<file path="src/rtl/dac_cmd_pkg.sv">
package dac_cmd_pkg;

    localparam int CODE_W = 14;
    localparam int WORD_W = 16;
    localparam int N_CH   = 2;

    localparam logic [3:0] OP_WR_IN  = 4'h0;
    localparam logic [3:0] OP_UPD    = 4'h1;
    localparam logic [3:0] OP_WR_UPD = 4'h3;
    localparam logic [3:0] OP_SLEEP  = 4'h4;
    localparam logic [3:0] OP_NOP    = 4'hF;

    localparam logic [3:0] TGT_A    = 4'h0;
    localparam logic [3:0] TGT_B    = 4'h1;
    localparam logic [3:0] TGT_BOTH = 4'hF;

    typedef struct packed {
        logic [3:0]        op;
        logic [3:0]        tgt;
        logic [CODE_W-1:0] code;
    } dac_cmd_t;

    function automatic logic op_known(input logic [3:0] op);
        return (op == OP_WR_IN) || (op == OP_UPD) || (op == OP_WR_UPD) ||
               (op == OP_SLEEP) || (op == OP_NOP);
    endfunction

    function automatic logic [N_CH-1:0] tgt_mask(input logic [3:0] tgt);
        case (tgt)
            TGT_A:    return 2'b01;
            TGT_B:    return 2'b10;
            TGT_BOTH: return 2'b11;
            default:  return 2'b00;
        endcase
    endfunction

endpackage

</file>
<file path="src/rtl/dac_frame_rx.sv">
module dac_frame_rx
    import dac_cmd_pkg::*;
(
    input  logic       clk,
    input  logic       rst,
    input  logic       byte_vld,
    input  logic [7:0] byte_data,
    input  logic       xact_active,
    output logic       cmd_vld,
    output dac_cmd_t   cmd
);
    localparam int LO_KEEP = CODE_W - 8;

    logic [1:0] idx_q;
    logic [7:0] head_q;
    logic [7:0] hi_q;

    always_ff @(posedge clk) begin
        if (rst) begin
            idx_q   <= '0;
            head_q  <= '0;
            hi_q    <= '0;
            cmd_vld <= 1'b0;
            cmd     <= '0;
        end else begin
            cmd_vld <= 1'b0;
            if (!xact_active) begin
                idx_q <= '0;
            end else if (byte_vld) begin
                case (idx_q)
                    2'd0: begin head_q <= byte_data; idx_q <= 2'd1; end
                    2'd1: begin hi_q   <= byte_data; idx_q <= 2'd2; end
                    2'd2: begin
                        cmd.op   <= head_q[7:4];
                        cmd.tgt  <= head_q[3:0];
                        cmd.code <= {hi_q, byte_data[7 -: LO_KEEP]};
                        cmd_vld  <= 1'b1;
                        idx_q    <= 2'd3;
                    end
                    default: idx_q <= 2'd3;
                endcase
            end
        end
    end
endmodule

</file>
<file path="src/rtl/dac_load_sync.sv">
module dac_load_sync #(
    parameter int STAGES = 2
) (
    input  logic clk,
    input  logic rst,
    input  logic async_in,
    output logic rise
);
    logic [STAGES-1:0] sh_q;
    logic              last_q;

    always_ff @(posedge clk) begin
        if (rst) begin
            sh_q   <= '0;
            last_q <= 1'b0;
        end else begin
            sh_q   <= {sh_q[STAGES-2:0], async_in};
            last_q <= sh_q[STAGES-1];
        end
    end

    assign rise = sh_q[STAGES-1] & ~last_q;
endmodule

</file>
<file path="src/rtl/dac_settle_tmr.sv">
module dac_settle_tmr #(
    parameter int SETTLE_ONE  = 625,
    parameter int SETTLE_BOTH = 1500
) (
    input  logic clk,
    input  logic rst,
    input  logic start,
    input  logic start_long,
    input  logic cancel,
    output logic busy
);
    localparam int CNT_W = $clog2(SETTLE_BOTH + 1);

    logic [CNT_W-1:0] left_q;

    always_ff @(posedge clk) begin
        if (rst || cancel)
            left_q <= '0;
        else if (start)
            left_q <= start_long ? CNT_W'(SETTLE_BOTH) : CNT_W'(SETTLE_ONE);
        else if (left_q != '0)
            left_q <= left_q - 1'b1;
    end

    assign busy = (left_q != '0);
endmodule

</file>
<file path="src/rtl/dac_cmd_ctrl.sv">
module dac_cmd_ctrl
    import dac_cmd_pkg::*;
#(
    parameter int SETTLE_ONE  = 625,
    parameter int SETTLE_BOTH = 1500,
    parameter int SYNC_STAGES = 2
) (
    input  logic              clk,
    input  logic              rst,
    input  logic              byte_vld,
    input  logic [7:0]        byte_data,
    input  logic              xact_active,
    input  logic              load_req,
    output logic [CODE_W-1:0] dac_a_code,
    output logic [CODE_W-1:0] dac_b_code,
    output logic [N_CH-1:0]   pwr_down,
    output logic [N_CH-1:0]   settle_busy
);
    dac_cmd_t          cmd_q;
    logic              cmd_vld;
    logic              ld_pulse;
    logic              ld_take;
    logic [N_CH-1:0]   sel;
    logic [CODE_W-1:0] stage_q [N_CH];
    logic [CODE_W-1:0] out_q   [N_CH];

    dac_frame_rx u_rx (
        .clk(clk), .rst(rst), .byte_vld(byte_vld), .byte_data(byte_data),
        .xact_active(xact_active), .cmd_vld(cmd_vld), .cmd(cmd_q)
    );

    dac_load_sync #(.STAGES(SYNC_STAGES)) u_ldsync (
        .clk(clk), .rst(rst), .async_in(load_req), .rise(ld_pulse)
    );

    assign sel     = (cmd_vld && op_known(cmd_q.op)) ? tgt_mask(cmd_q.tgt) : '0;
    assign ld_take = ld_pulse && !xact_active && !cmd_vld;

    for (genvar ch = 0; ch < N_CH; ch++) begin : g_ch
        logic wr_stage, wr_out, go_sleep, wake_start;

        assign wr_stage   = sel[ch] && (cmd_q.op == OP_WR_IN || cmd_q.op == OP_WR_UPD);
        assign wr_out     = ld_take ||
                            (sel[ch] && (cmd_q.op == OP_UPD || cmd_q.op == OP_WR_UPD));
        assign go_sleep   = sel[ch] && (cmd_q.op == OP_SLEEP);
        assign wake_start = wr_out && (pwr_down[ch] || settle_busy[ch]);

        always_ff @(posedge clk) begin
            if (rst) begin
                stage_q[ch]  <= '0;
                out_q[ch]    <= '0;
                pwr_down[ch] <= 1'b0;
            end else begin
                if (wr_stage)
                    stage_q[ch] <= cmd_q.code;
                if (wr_out) begin
                    out_q[ch]    <= (sel[ch] && cmd_q.op == OP_WR_UPD) ? cmd_q.code
                                                                       : stage_q[ch];
                    pwr_down[ch] <= 1'b0;
                end else if (go_sleep) begin
                    pwr_down[ch] <= 1'b1;
                end
            end
        end

        dac_settle_tmr #(.SETTLE_ONE(SETTLE_ONE), .SETTLE_BOTH(SETTLE_BOTH)) u_tmr (
            .clk(clk), .rst(rst), .start(wake_start),
            .start_long(&pwr_down), .cancel(go_sleep), .busy(settle_busy[ch])
        );
    end

    assign dac_a_code = out_q[0];
    assign dac_b_code = out_q[1];
endmodule

</file>
<file path="config.mk">
export PLATFORM = sky130hd
export DESIGN_NAME = dac_cmd_ctrl
export DESIGN_NICKNAME = d
export VERILOG_FILES = /design/src/rtl/dac_cmd_pkg.sv /design/src/rtl/dac_frame_rx.sv /design/src/rtl/dac_load_sync.sv /design/src/rtl/dac_settle_tmr.sv /design/src/rtl/dac_cmd_ctrl.sv
export SDC_FILE = /design/constraint.sdc
export NUM_CORES = 1
export LEC_CHECK = 0
export CAP_MARGIN = 40
export CELL_PAD_IN_SITES_DETAIL_PLACEMENT = 0
export CELL_PAD_IN_SITES_GLOBAL_PLACEMENT = 1
export CORE_MARGIN = 1.5
export CORE_UTILIZATION = 45
export CTS_CLUSTER_SIZE = 14
export DETAILED_ROUTE_END_ITERATION = 8
export PLACE_DENSITY_LB_ADDON = 0.1
export SYNTH_ARGS = -nofsm -noshare
export SYNTH_HDL_FRONTEND = slang
export SYNTH_SLANG_ARGS = --single-unit
</file>
<file path="constraint.sdc">
create_clock -name clk -period 5.62 [get_ports clk]
set_clock_uncertainty 0.2 [all_clocks]
set_input_delay 0.843 -clock clk [delete_from_list [all_inputs] [get_ports clk]]
set_output_delay 0.843 -clock clk [all_outputs]
set_load 0.01 [all_outputs]
</file>
Word-level counts from Yosys, hierarchy flattened
Memories as Yosys holds them, arrays and structs flattened.
Cells that the tools add are included.
{"block": "word_totals", "mem_count": 2, "ff_bits": 68, "ramBits": 56, "inputBits": 13}
{"block": "classes", "n_bitwise": 8, "n_eq_ne": 8, "muxes": 29, "add_sub_neg": 2, "reduce_logical": 42}
{"name": "out_q", "depth": 2, "width": 14, "read_ports": 2, "rd_clocked_by_memory_dff": 0, "wr": 2, "line": "dac_cmd_ctrl.sv:25", "source": "logic [CODE_W-1:0] out_q [N_CH];"}
{"name": "stage_q", "depth": 2, "width": 14, "read_ports": 2, "rd_clocked_by_memory_dff": 0, "wr": 2, "line": "dac_cmd_ctrl.sv:24", "source": "logic [CODE_W-1:0] stage_q [N_CH];"}
{"cell": "14-bit two-way mux", "n": 6}
{"cell": "11-bit two-way mux", "n": 5}
{"cell": "11-bit nonzero test", "n": 2}
{"cell": "11-bit by 1-bit subtractor with 11-bit output (second input constant)", "n": 2}
{"cell": "1-bit two-way mux", "n": 15}
{"cell": "1-bit logical AND", "n": 13}
{"cell": "1-bit logical OR", "n": 12}
{"cell": "3-bit AND reduction", "n": 3}
{"cell": "4-bit by 1-bit equality test with 1-bit output (second input constant)", "n": 2}
{"cell": "4-bit equality test (second input constant)", "n": 2}
{"cell": "4-bit logical NOT", "n": 2}
{"cell": "2-bit case mux with 3 select lines", "n": 1}
{"cell": "2-bit OR reduction", "n": 3}
{"cell": "4-bit by 2-bit equality test with 1-bit output (second input constant)", "n": 1}
{"cell": "4-bit by 3-bit equality test with 1-bit output (second input constant)", "n": 1}
{"cell": "1-bit OR", "n": 4}
{"cell": "2-bit case mux with 2 select lines", "n": 1}
{"cell": "2-bit nonzero test", "n": 2}
{"cell": "1-bit NOT", "n": 3}
{"cell": "3-bit OR reduction", "n": 1}
{"cell": "2-bit by 1-bit equality test with 1-bit output (second input constant)", "n": 1}
{"cell": "2-bit equality test (second input constant)", "n": 1}
{"cell": "1-bit logical NOT", "n": 2}
{"cell": "2-bit logical NOT", "n": 1}
{"cell": "other kinds (3)", "n": 3}

Longest topological paths before layout
Gate-level depths: netlist (run 1).
{"block": "depth", "word_depth": 13, "mapped_depth": 8, "ltp_nobuf": 8}

Hierarchy
Synthesis (run 1) repeated with hierarchy kept, for this count alone.
{"block": "unflattened", "cells_unflattened": 474, "area_unflattened_um2": 5559.1}
{"module": "dac_cmd_ctrl", "area_each_um2": 2676.3, "seq_area_each_um2": 1721.7, "n_inst": 1, "cells_each": 191}
{"module": "dac_frame_rx", "area_each_um2": 1639.1, "seq_area_each_um2": 820.8, "n_inst": 1, "cells_each": 146}
{"module": "dac_settle_tmr", "area_each_um2": 578.1, "seq_area_each_um2": 220.2, "n_inst": 2, "cells_each": 65}
{"module": "dac_load_sync", "area_each_um2": 87.6, "seq_area_each_um2": 60.1, "n_inst": 1, "cells_each": 7}

Worst setup path before layout (run 1)
OpenSTA, ideal clock, no wires.
{"block": "synth_timing", "path_kind": "register to output", "startpoint": "register g_ch[1].u_tmr.left_q[0]", "endpoint": "output settle_busy[1]", "arrival_ns": 1.414, "stages_incl_launch_ff": 7, "path_buffers": 1, "setup_slack_ns": 3.163, "cell_sequence": "dfxtp_1 > inv_1 > ha_1 > nor3b_1 > and4b_1 > inv_1 > buf_4"}
{"block": "synth_via", "elab_chain_cells": 1}
{"element": "start: declaration", "line": "dac_settle_tmr.sv:14", "source": "logic [CNT_W-1:0] left_q;"}
{"element": "start signal: assignment", "line": "dac_settle_tmr.sv:20", "source": "left_q <= start_long ? CNT_W'(SETTLE_BOTH) : CNT_W'(SETTLE_ONE);"}
{"element": "start signal: assignment", "line": "dac_settle_tmr.sv:22", "source": "left_q <= left_q - 1'b1;"}
{"element": "11-bit nonzero test", "line": "dac_settle_tmr.sv:25", "source": "assign busy = (left_q != '0);"}
{"element": "end: declaration", "line": "dac_cmd_ctrl.sv:17", "source": "output logic [N_CH-1:0] settle_busy"}
Every way passes these cells.

Worst setup path after layout (run 1)
Same ends and word-level chain as after synthesis.

==> results of run 1 <==
worst max-delay path, stage by stage, from the launching register on:
cell	delay, ns
dfxtp_1	0.34
inv_1	0.07
ha_1	0.19
nor3b_1	0.47
and4b_1	0.39
inv_1	0.12
clkdlybuf4s50_1	0.49
synth_stat cells (3+ instances only):
library cell / number / share of area
clkbuf_1: 13 / 0.0092
xor2_1: 7 / 0.012
a31oi_1: 3 / 0.0035
nor4b_1: 3 / 0.0050
or2_2: 4 / 0.0047
nand2b_1: 4 / 0.0047
xnor2_1: 5 / 0.0083
nor2_1: 55 / 0.039
nor4_1: 4 / 0.0047
edfxtp_1: 56 / 0.32
nor3_2: 4 / 0.0075
and3_1: 3 / 0.0035
and2_1: 29 / 0.034
o211ai_1: 3 / 0.0042
inv_1: 7 / 0.0050
o21ai_0: 8 / 0.0075
dfxtp_1: 68 / 0.26
nor2b_1: 6 / 0.0071
nand3_1: 8 / 0.0075
buf_2: 8 / 0.0075
nand2_1: 89 / 0.063
nor3_1: 5 / 0.0047
a21oi_1: 53 / 0.050
mux2i_1: 28 / 0.053
stage by stage:
| stage | total power [W] | cell area (µm²) | utilization | worst slack, ns |
|---|---|---|---|---|
| 2_1_floorplan | 0.00151 | 5300 | - | 3.16 |
| 3_3_place_gp | 0.00162 | 5800 | 0.506 | 2.48 |
| 3_5_place_dp | 0.00163 | 5860 | 0.511 | 2.46 |
| 4_1_cts | 0.00274 | 6460 | 0.564 | 2.07 |
| 5_1_grt | 0.00286 | 6460 | 0.564 | 1.91 |
| 6_report | 0.00272 | 6460 | 0.564 | 2.10 |
layout make-up:
class	instances	area [µm²]
clock buffer	18	429
clock inverter	14	176
fill	1019	5000
inverter	7	26.3
multi-input combinational	359	2110
sequential	124	3040
tap	143	179
timing repair buffer	49	497
power by group:
group | switching, W | leakage, nW | internal (W)
registers | 0.0000712 | 1.13 | 0.00102
logic | 0.000265 | 1.08 | 0.000251
clock network | 0.000373 | 0.286 | 0.000732
total | 0.000709 | 2.50 | 0.00201
per-layer routing:
| layer | up-vias | global-route usage | wire (µm) |
|---|---|---|---|
| met5 | - | 0 | 0 |
| met4 | 0 | 0.0734 | 171 |
| met3 | 16 | 0.0582 | 393 |
| met2 | 60 | 0.267 | 4600 |
| met1 | 1688 | 0.232 | 4870 |
| li1 | 1894 | - | - |
cells in the final DEF, fill, tap and decap left out, types with 3 or more instances in the layout:
master and count:
xor2_1 7, nand2_1 89, inv_1 7, clkdlybuf4s50_1 43
o211ai_1 3, nor3_1 5, nor2b_1 6, clkinv_1 4
o21ai_0 8, clkbuf_16 17, or2_2 4, xnor2_1 5
edfxtp_1 56, dfxtp_1 68, clkinvlp_4 3, bufinv_16 4
nand3_1 8, mux2i_1 28, a21oi_1 53, and2_1 29
a31oi_1 3, nor4_1 4, nor2_1 55, nor3_2 4
nor4b_1 3, nand2b_1 4, and3_1 3
state kept, by name, indices dropped and copies added, names as in the netlist:
name / count
u_rx.idx_q: 2
out_q: 28
u_rx.hi_q: 8
u_rx.cmd: 22
pwr_down: 2
u_ldsync.last_q: 1
g_ch.u_tmr.left_q: 22
u_rx.cmd_vld: 1
u_ldsync.sh_q: 2
stage_q: 28
u_rx.head_q: 8
kinds of logic after synthesis:
family,share of synthesized area
AND/OR/NAND/NOR,0.220
flip-flops,0.574
AO/OA/AOI/OAI,0.101
buffers and inverters,0.0276
multiplexers,0.0528
XOR/XNOR,0.0198
adder cells (fa/ha/maj),0.00472
final timing paths:
kind	endpoint	cells past startpoint	from	slack [ns]
worst min-delay path	u_ldsync.sh_q[1]$_SDFF_PP0_	1	u_ldsync.sh_q[0]$_SDFF_PP0_	0.24
worst max register to register	g_ch[1].u_tmr.left_q[4]$_SDFFE_PP0P_	6	g_ch[1].u_tmr.left_q[0]$_SDFFE_PP0P_	3.28
worst min register to register	u_ldsync.sh_q[1]$_SDFF_PP0_	1	u_ldsync.sh_q[0]$_SDFF_PP0_	0.24
worst max-delay path	settle_busy[1]	6	g_ch[1].u_tmr.left_q[0]$_SDFFE_PP0P_	2.10
==> flow_metrics.tcl, run 1 <==
set metrics [dict create \
    finalSetupTns_ns 0 \
    relSlewSlack 0.442 \
    grt_use_total 0.176 \
    critPathLaunchType "register" \
    h-tree-depth 4 \
    area_delta_synth_final_pct 21.9 \
    grt_setup_unrepaired "no" \
    synth_nets 530 \
    path_max_fanout 5 \
    diodes 0 \
    overflow 0 \
    routedWlPerCell_um 14.1 \
    initial_utilization 0.463 \
    synth_area_um2 5300 \
    fmax_ghz 0.284 \
    maxSlewViolCount 0 \
    final.period_utilization 0.627 \
    worst_slew_pin_slew_ns 0.834 \
    drive_gt1_frac 0.0998 \
    synthCells 515 \
    wl_um 10000 \
    num_vias 3658 \
    cts_resized 0 \
    final_hold_viol_count 0 \
    clock_latency_ns 0.41 \
    post-cts-setup-buffers 0 \
    portBuffers 44 \
    cellPowerDensity_nw_per_um2 420 \
    dp_cells 682 \
    ys_ff_latch 124 \
    synth_cell_types 57 \
    core_area_um2 11500 \
    synth_seq_area_share 0.574 \
    ctsHoldBuffers 0 \
    cts-root-buf "clkbuf_16" \
    synthFlopType "dfxtp_1" \
    drc 0 \
    finalSetupViolCount 0 \
    drt-pass1-iter-count 4 \
    nets 573 \
    worstHoldPathType "reg -> reg" \
    grt_pass1_wl_um 16900 \
    chipWidth_um 112 \
    irDropWorstVdd_mv 0.295 \
    cts_tree "done" \
    clk_path_buf_depth 2 \
    grt_pass1_vias 3393 \
    syn_area_per_cell_um2 10.3 \
    die_y_um 112 \
    hpwl_um 7260 \
    clk_pin_slew_ns 0.05 \
    rows 39 \
    crit_path_end_kind "output pin" \
    crit_arrival_ns 2.48 \
    synth_edf_count 56 \
    layout_min_cycle_time_ns 3.52 \
    antenna_found_initial 0 \
    synthArstFlopShare 0 \
    holdWs_ns 0.240 \
    drt_iter0_markers 205 \
    vias_per_cell 5.12 \
    cts_num_sinks 124 \
    required_ns 4.58 \
    grt_start_max_net_pins 54 \
    critPathKind "reg -> out" \
    drv_cap 0 \
    instances_no_fill 714 \
    die-area_um2 12400 \
    yosys_warnings 0 \
    globalplace.congestion 0.797 \
    pin_count 45 \
    leakage_nw 2.50 \
    cts_made_buffers 17 \
    ant_nets 0 \
    status "completed" \
]
No activity file was read; power rests on OpenSTA's default activity.
==> run 2, diff against run 1 <==
clock period = 3.5 ns   (was 5.62 ns; I/O delays follow)
==> flow_metrics.tcl, run 2 (synthesized netlist as in run 1, its figures left out) <==
set metrics [dict create \
    status "completed" \
    irDropWorstVdd_mv 0.363 \
    cts_resized 0 \
    relSlewSlack 0.473 \
    maxSlewViolCount 0 \
    grt_setup_unrepaired "no" \
    globalplace.congestion 0.792 \
    chipWidth_um 112 \
    pin_count 45 \
    initial_utilization 0.463 \
    overflow 0 \
    worstHoldPathType "reg -> reg" \
    cts_tree "done" \
    drt_iter0_markers 185 \
    cellPowerDensity_nw_per_um2 669 \
    core_area_um2 11500 \
    hpwl_um 7280 \
    path_max_fanout 5 \
    worst_slew_pin_slew_ns 0.784 \
    die-area_um2 12400 \
    grt_pass1_vias 3560 \
    num_vias 3691 \
    portBuffers 44 \
    cts_num_sinks 124 \
    crit_arrival_ns 2.47 \
    finalSetupViolCount 0 \
    fin_area_um2 6450 \
    drt-pass1-iter-count 4 \
    post-cts-setup-buffers 0 \
    fin_util 0.563 \
    layout_min_cycle_time_ns 3.20 \
    routedWlPerCell_um 14.3 \
    vias_per_cell 5.16 \
    crit_path_end_kind "output pin" \
    nets 574 \
    finalSetupTns_ns 0 \
    reg_top3 "out_q x28, stage_q x28" \
    grt_pass1_wl_um 17400 \
    critPathKind "reg -> out" \
    grt_start_max_net_pins 52 \
    ctsHoldBuffers 0 \
    holdWs_ns 0.244 \
    ant_nets 0 \
    drive_gt1_frac 0.103 \
    final.period_utilization 0.914 \
    clk_pin_slew_ns 0.05 \
    area_delta_synth_final_pct 21.7 \
    drv_cap 0 \
    final_cell_mix "nand2_1, dfxtp_1, edfxtp_1, nor2_1, a21oi_1" \
    cts_made_buffers 17 \
    clk_path_buf_depth 2 \
    die_y_um 112 \
    grt_use_total 0.178 \
    clock_latency_ns 0.41 \
    diodes 0 \
    antenna_found_initial 0 \
    wl_um 10200 \
    leakage_nw 2.49 \
    placed_area_um2 5870 \
    final_hold_viol_count 0 \
    mostFrequentLayoutCell "nand2_1" \
    h-tree-depth 4 \
    drc 0 \
    fmax_ghz 0.313 \
    rows 39 \
    cts-root-buf "clkbuf_16" \
    required_ns 2.77 \
    critPathLaunchType "register" \
]
==> run 2: cell types whose count changed in the layout (fill, tap and decap cells not counted) <==
cell / delta
clkinv_4: +1
clkbuf_1: +2
clkinv_1: -3
buf_4: +1
clkinv_2: +1
bufinv_16: -1
==> run 2: cell type report <==
| type | instances | area [µm²] |
|---|---|---|
| Multi-Input combinational cell | 359 | 2110 |
| Timing Repair Buffer | 50 | 504 |
| Tap cell | 143 | 179 |
| Fill cell | 1020 | 5010 |
| Inverter | 7 | 26.3 |
| Clock inverter | 12 | 149 |
| Clock buffer | 20 | 437 |
| Sequential cell | 124 | 3040 |
==> run 2: final timing paths <==
path,from,endpoint,slack (ns),cells past startpoint
worst min register to register,u_ldsync.sh_q[0]$_SDFF_PP0_,u_ldsync.sh_q[1]$_SDFF_PP0_,0.24,1
worst max-delay path,g_ch[1].u_tmr.left_q[0]$_SDFFE_PP0P_,settle_busy[1],0.30,6
worst min-delay path,u_ldsync.sh_q[0]$_SDFF_PP0_,u_ldsync.sh_q[1]$_SDFF_PP0_,0.24,1
worst max register to register,g_ch[1].u_tmr.left_q[0]$_SDFFE_PP0P_,g_ch[1].u_tmr.left_q[4]$_SDFFE_PP0P_,1.15,6
==> run 2: per-stage QoR <==
step,instances,worst slack (ns),total power (W)
4_1_cts,715,0.274,0.00435
5_1_grt,715,0.0952,0.00454
2_1_floorplan,515,1.11,0.00242
6_report,715,0.301,0.00432
3_3_place_gp,678,0.680,0.00260
3_5_place_dp,683,0.635,0.00262
==> run 2: routing by layer <==
metal | share of wire | GRT usage
met2 | 0.45 | 0.271
met3 | 0.035 | 0.0452
met5 | 0 | 0
met4 | 0.021 | 0.0852
met1 | 0.50 | 0.240
==> run 2: critical path, stage by stage, from the launching register on <==
cell             delay, ns
dfxtp_1               0.34
inv_1                 0.07
ha_1                  0.19
nor3b_1               0.46
and4b_1               0.39
inv_1                 0.12
clkdlybuf4s50_1       0.49
==> run 2: power by group <==
part	internal (W)	total, W	switching (W)
Sequential	0.00164	0.00176	0.000115
Clock	0.00111	0.00173	0.000613
Combinational	0.000403	0.000837	0.000434
==> run 3, diff against run 2 <==
CORE_UTILIZATION = 40   (was 45)
==> flow_metrics.tcl, run 3 (synthesized netlist as in run 1, its figures left out) <==
set metrics [dict create \
    status "completed" \
    irDropWorstVdd_mv 0.312 \
    finalSetupViolCount 0 \
    drt_iter0_markers 250 \
    drc 0 \
    nets 575 \
    antenna_found_initial 0 \
    leakage_nw 2.50 \
    core_area_um2 12800 \
    area_delta_synth_final_pct 21.7 \
    max_stage_delay_ns 0.49 \
    cp_cell_sequence "inv_1, ha_1, nor4b_1, and4_1, inv_1, clkdlybuf4s50_1" \
    fin_util 0.505 \
    drt-pass1-iter-count 4 \
    grt_pass1_vias 3478 \
    relSlewSlack 0.465 \
    rows 41 \
    drive_gt1_frac 0.105 \
    clock_latency_ns 0.40 \
    pin_count 45 \
    critPathKind "reg -> out" \
    crit_arrival_ns 2.36 \
    diodes 0 \
    clk_path_buf_depth 2 \
    crit_path_end_kind "output pin" \
    place_ws_ns 0.665 \
    crit_slowest_cell "clkdlybuf4s50_1" \
    placed_area_um2 5900 \
    path_max_fanout 5 \
    cts_resized 0 \
    maxSlewViolCount 0 \
    globalplace.congestion 0.786 \
    final_cell_mix "nand2_1, dfxtp_1, edfxtp_1, nor2_1, a21oi_1" \
    grt_pass1_wl_um 17600 \
    cts-root-buf "clkbuf_16" \
    critPathLaunchType "register" \
    die-area_um2 14000 \
    portBuffers 44 \
    initial_utilization 0.415 \
    ctsHoldBuffers 0 \
    post-cts-setup-buffers 0 \
    cts_tree "done" \
    final_hold_viol_count 0 \
    overflow 0 \
    worstHoldPathType "reg -> reg" \
    num_vias 3647 \
    total_power_w 0.00424 \
    drv_cap 0 \
    vias_per_cell 4.90 \
    path_buf_inv 3 \
    crit_path_frequent_cell "inv_1" \
    h-tree-depth 4 \
    cts_num_sinks 124 \
    cellPowerDensity_nw_per_um2 657 \
    routedWlPerCell_um 13.9 \
    crit_family "buffers and inverters" \
    layout_min_cycle_time_ns 3.09 \
    fin_area_um2 6450 \
    finalSetupTns_ns 0 \
    final.period_utilization 0.882 \
    worst_slew_pin_slew_ns 0.796 \
    grt_use_total 0.159 \
    required_ns 2.77 \
    reg_top3 "out_q x28, stage_q x28" \
    layout_setup_ws_ns 0.413 \
    wl_um 10400 \
    clk_pin_slew_ns 0.05 \
    mostFrequentLayoutCell "nand2_1" \
    fmax_ghz 0.324 \
    ant_nets 0 \
    cts_made_buffers 17 \
    grt_setup_unrepaired "no" \
    grt_start_max_net_pins 32 \
    fillCellCount 1143 \
    chipWidth_um 118 \
    hpwl_um 7500 \
    die_y_um 118 \
]
[run 3: final timing paths]
check / start / to / slack, ns / cells after the start
hold / removal: u_ldsync.sh_q[0]$_SDFF_PP0_ / u_ldsync.sh_q[1]$_SDFF_PP0_ / 0.24 / 1
setup / recovery: g_ch[0].u_tmr.left_q[0]$_SDFFE_PP0P_ / settle_busy[0] / 0.41 / 6
setup reg to reg: g_ch[1].u_tmr.left_q[0]$_SDFFE_PP0P_ / g_ch[1].u_tmr.left_q[4]$_SDFFE_PP0P_ / 1.03 / 7
hold reg to reg: u_ldsync.sh_q[0]$_SDFF_PP0_ / u_ldsync.sh_q[1]$_SDFF_PP0_ / 0.24 / 1
[run 3: report_power, final]
| group | total (W) | internal (W) | switching [W] | leakage [nW] |
|---|---|---|---|---|
| sequential | 0.00176 | 0.00164 | 0.000119 | 1.13 |
| combinational | 0.000851 | 0.000411 | 0.000439 | 1.08 |
| clock | 0.00163 | 0.00105 | 0.000583 | 0.281 |
| total | 0.00424 | 0.00310 | 0.00114 | 2.50 |
[run 3: metrics by stage]
step | std cells | hold WS, ns
finish | 745 | 0.238
global route | 745 | 0.267
CTS | 745 | 0.243
detailed placement | 713 | 0.229
global placement | 709 | 0.232
floorplan | 515 | 0.214
[run 3: routing by layer]
metal | vias to the layer above | global-route usage | wire length, µm | part of all wire
li1 | 1884 | - | - | -
met1 | 1695 | 0.218 | 5250 | 0.51
met2 | 64 | 0.240 | 4690 | 0.45
met3 | 4 | 0.0458 | 372 | 0.036
met4 | 0 | 0.0572 | 67 | 0.0065
met5 | - | 0 | 0 | 0
[run 3: area by class of cell]
| cell class | instances | area, µm² | share of cell area |
|---|---|---|---|
| inverter | 7 | 26.3 | 0.00407 |
| tap | 172 | 215 | 0.0333 |
| sequential | 124 | 3040 | 0.471 |
| multi-input combinational | 359 | 2110 | 0.328 |
| clock inverter | 7 | 61.3 | 0.00950 |
| timing repair buffer | 51 | 499 | 0.0773 |
| clock buffer | 25 | 495 | 0.0768 |
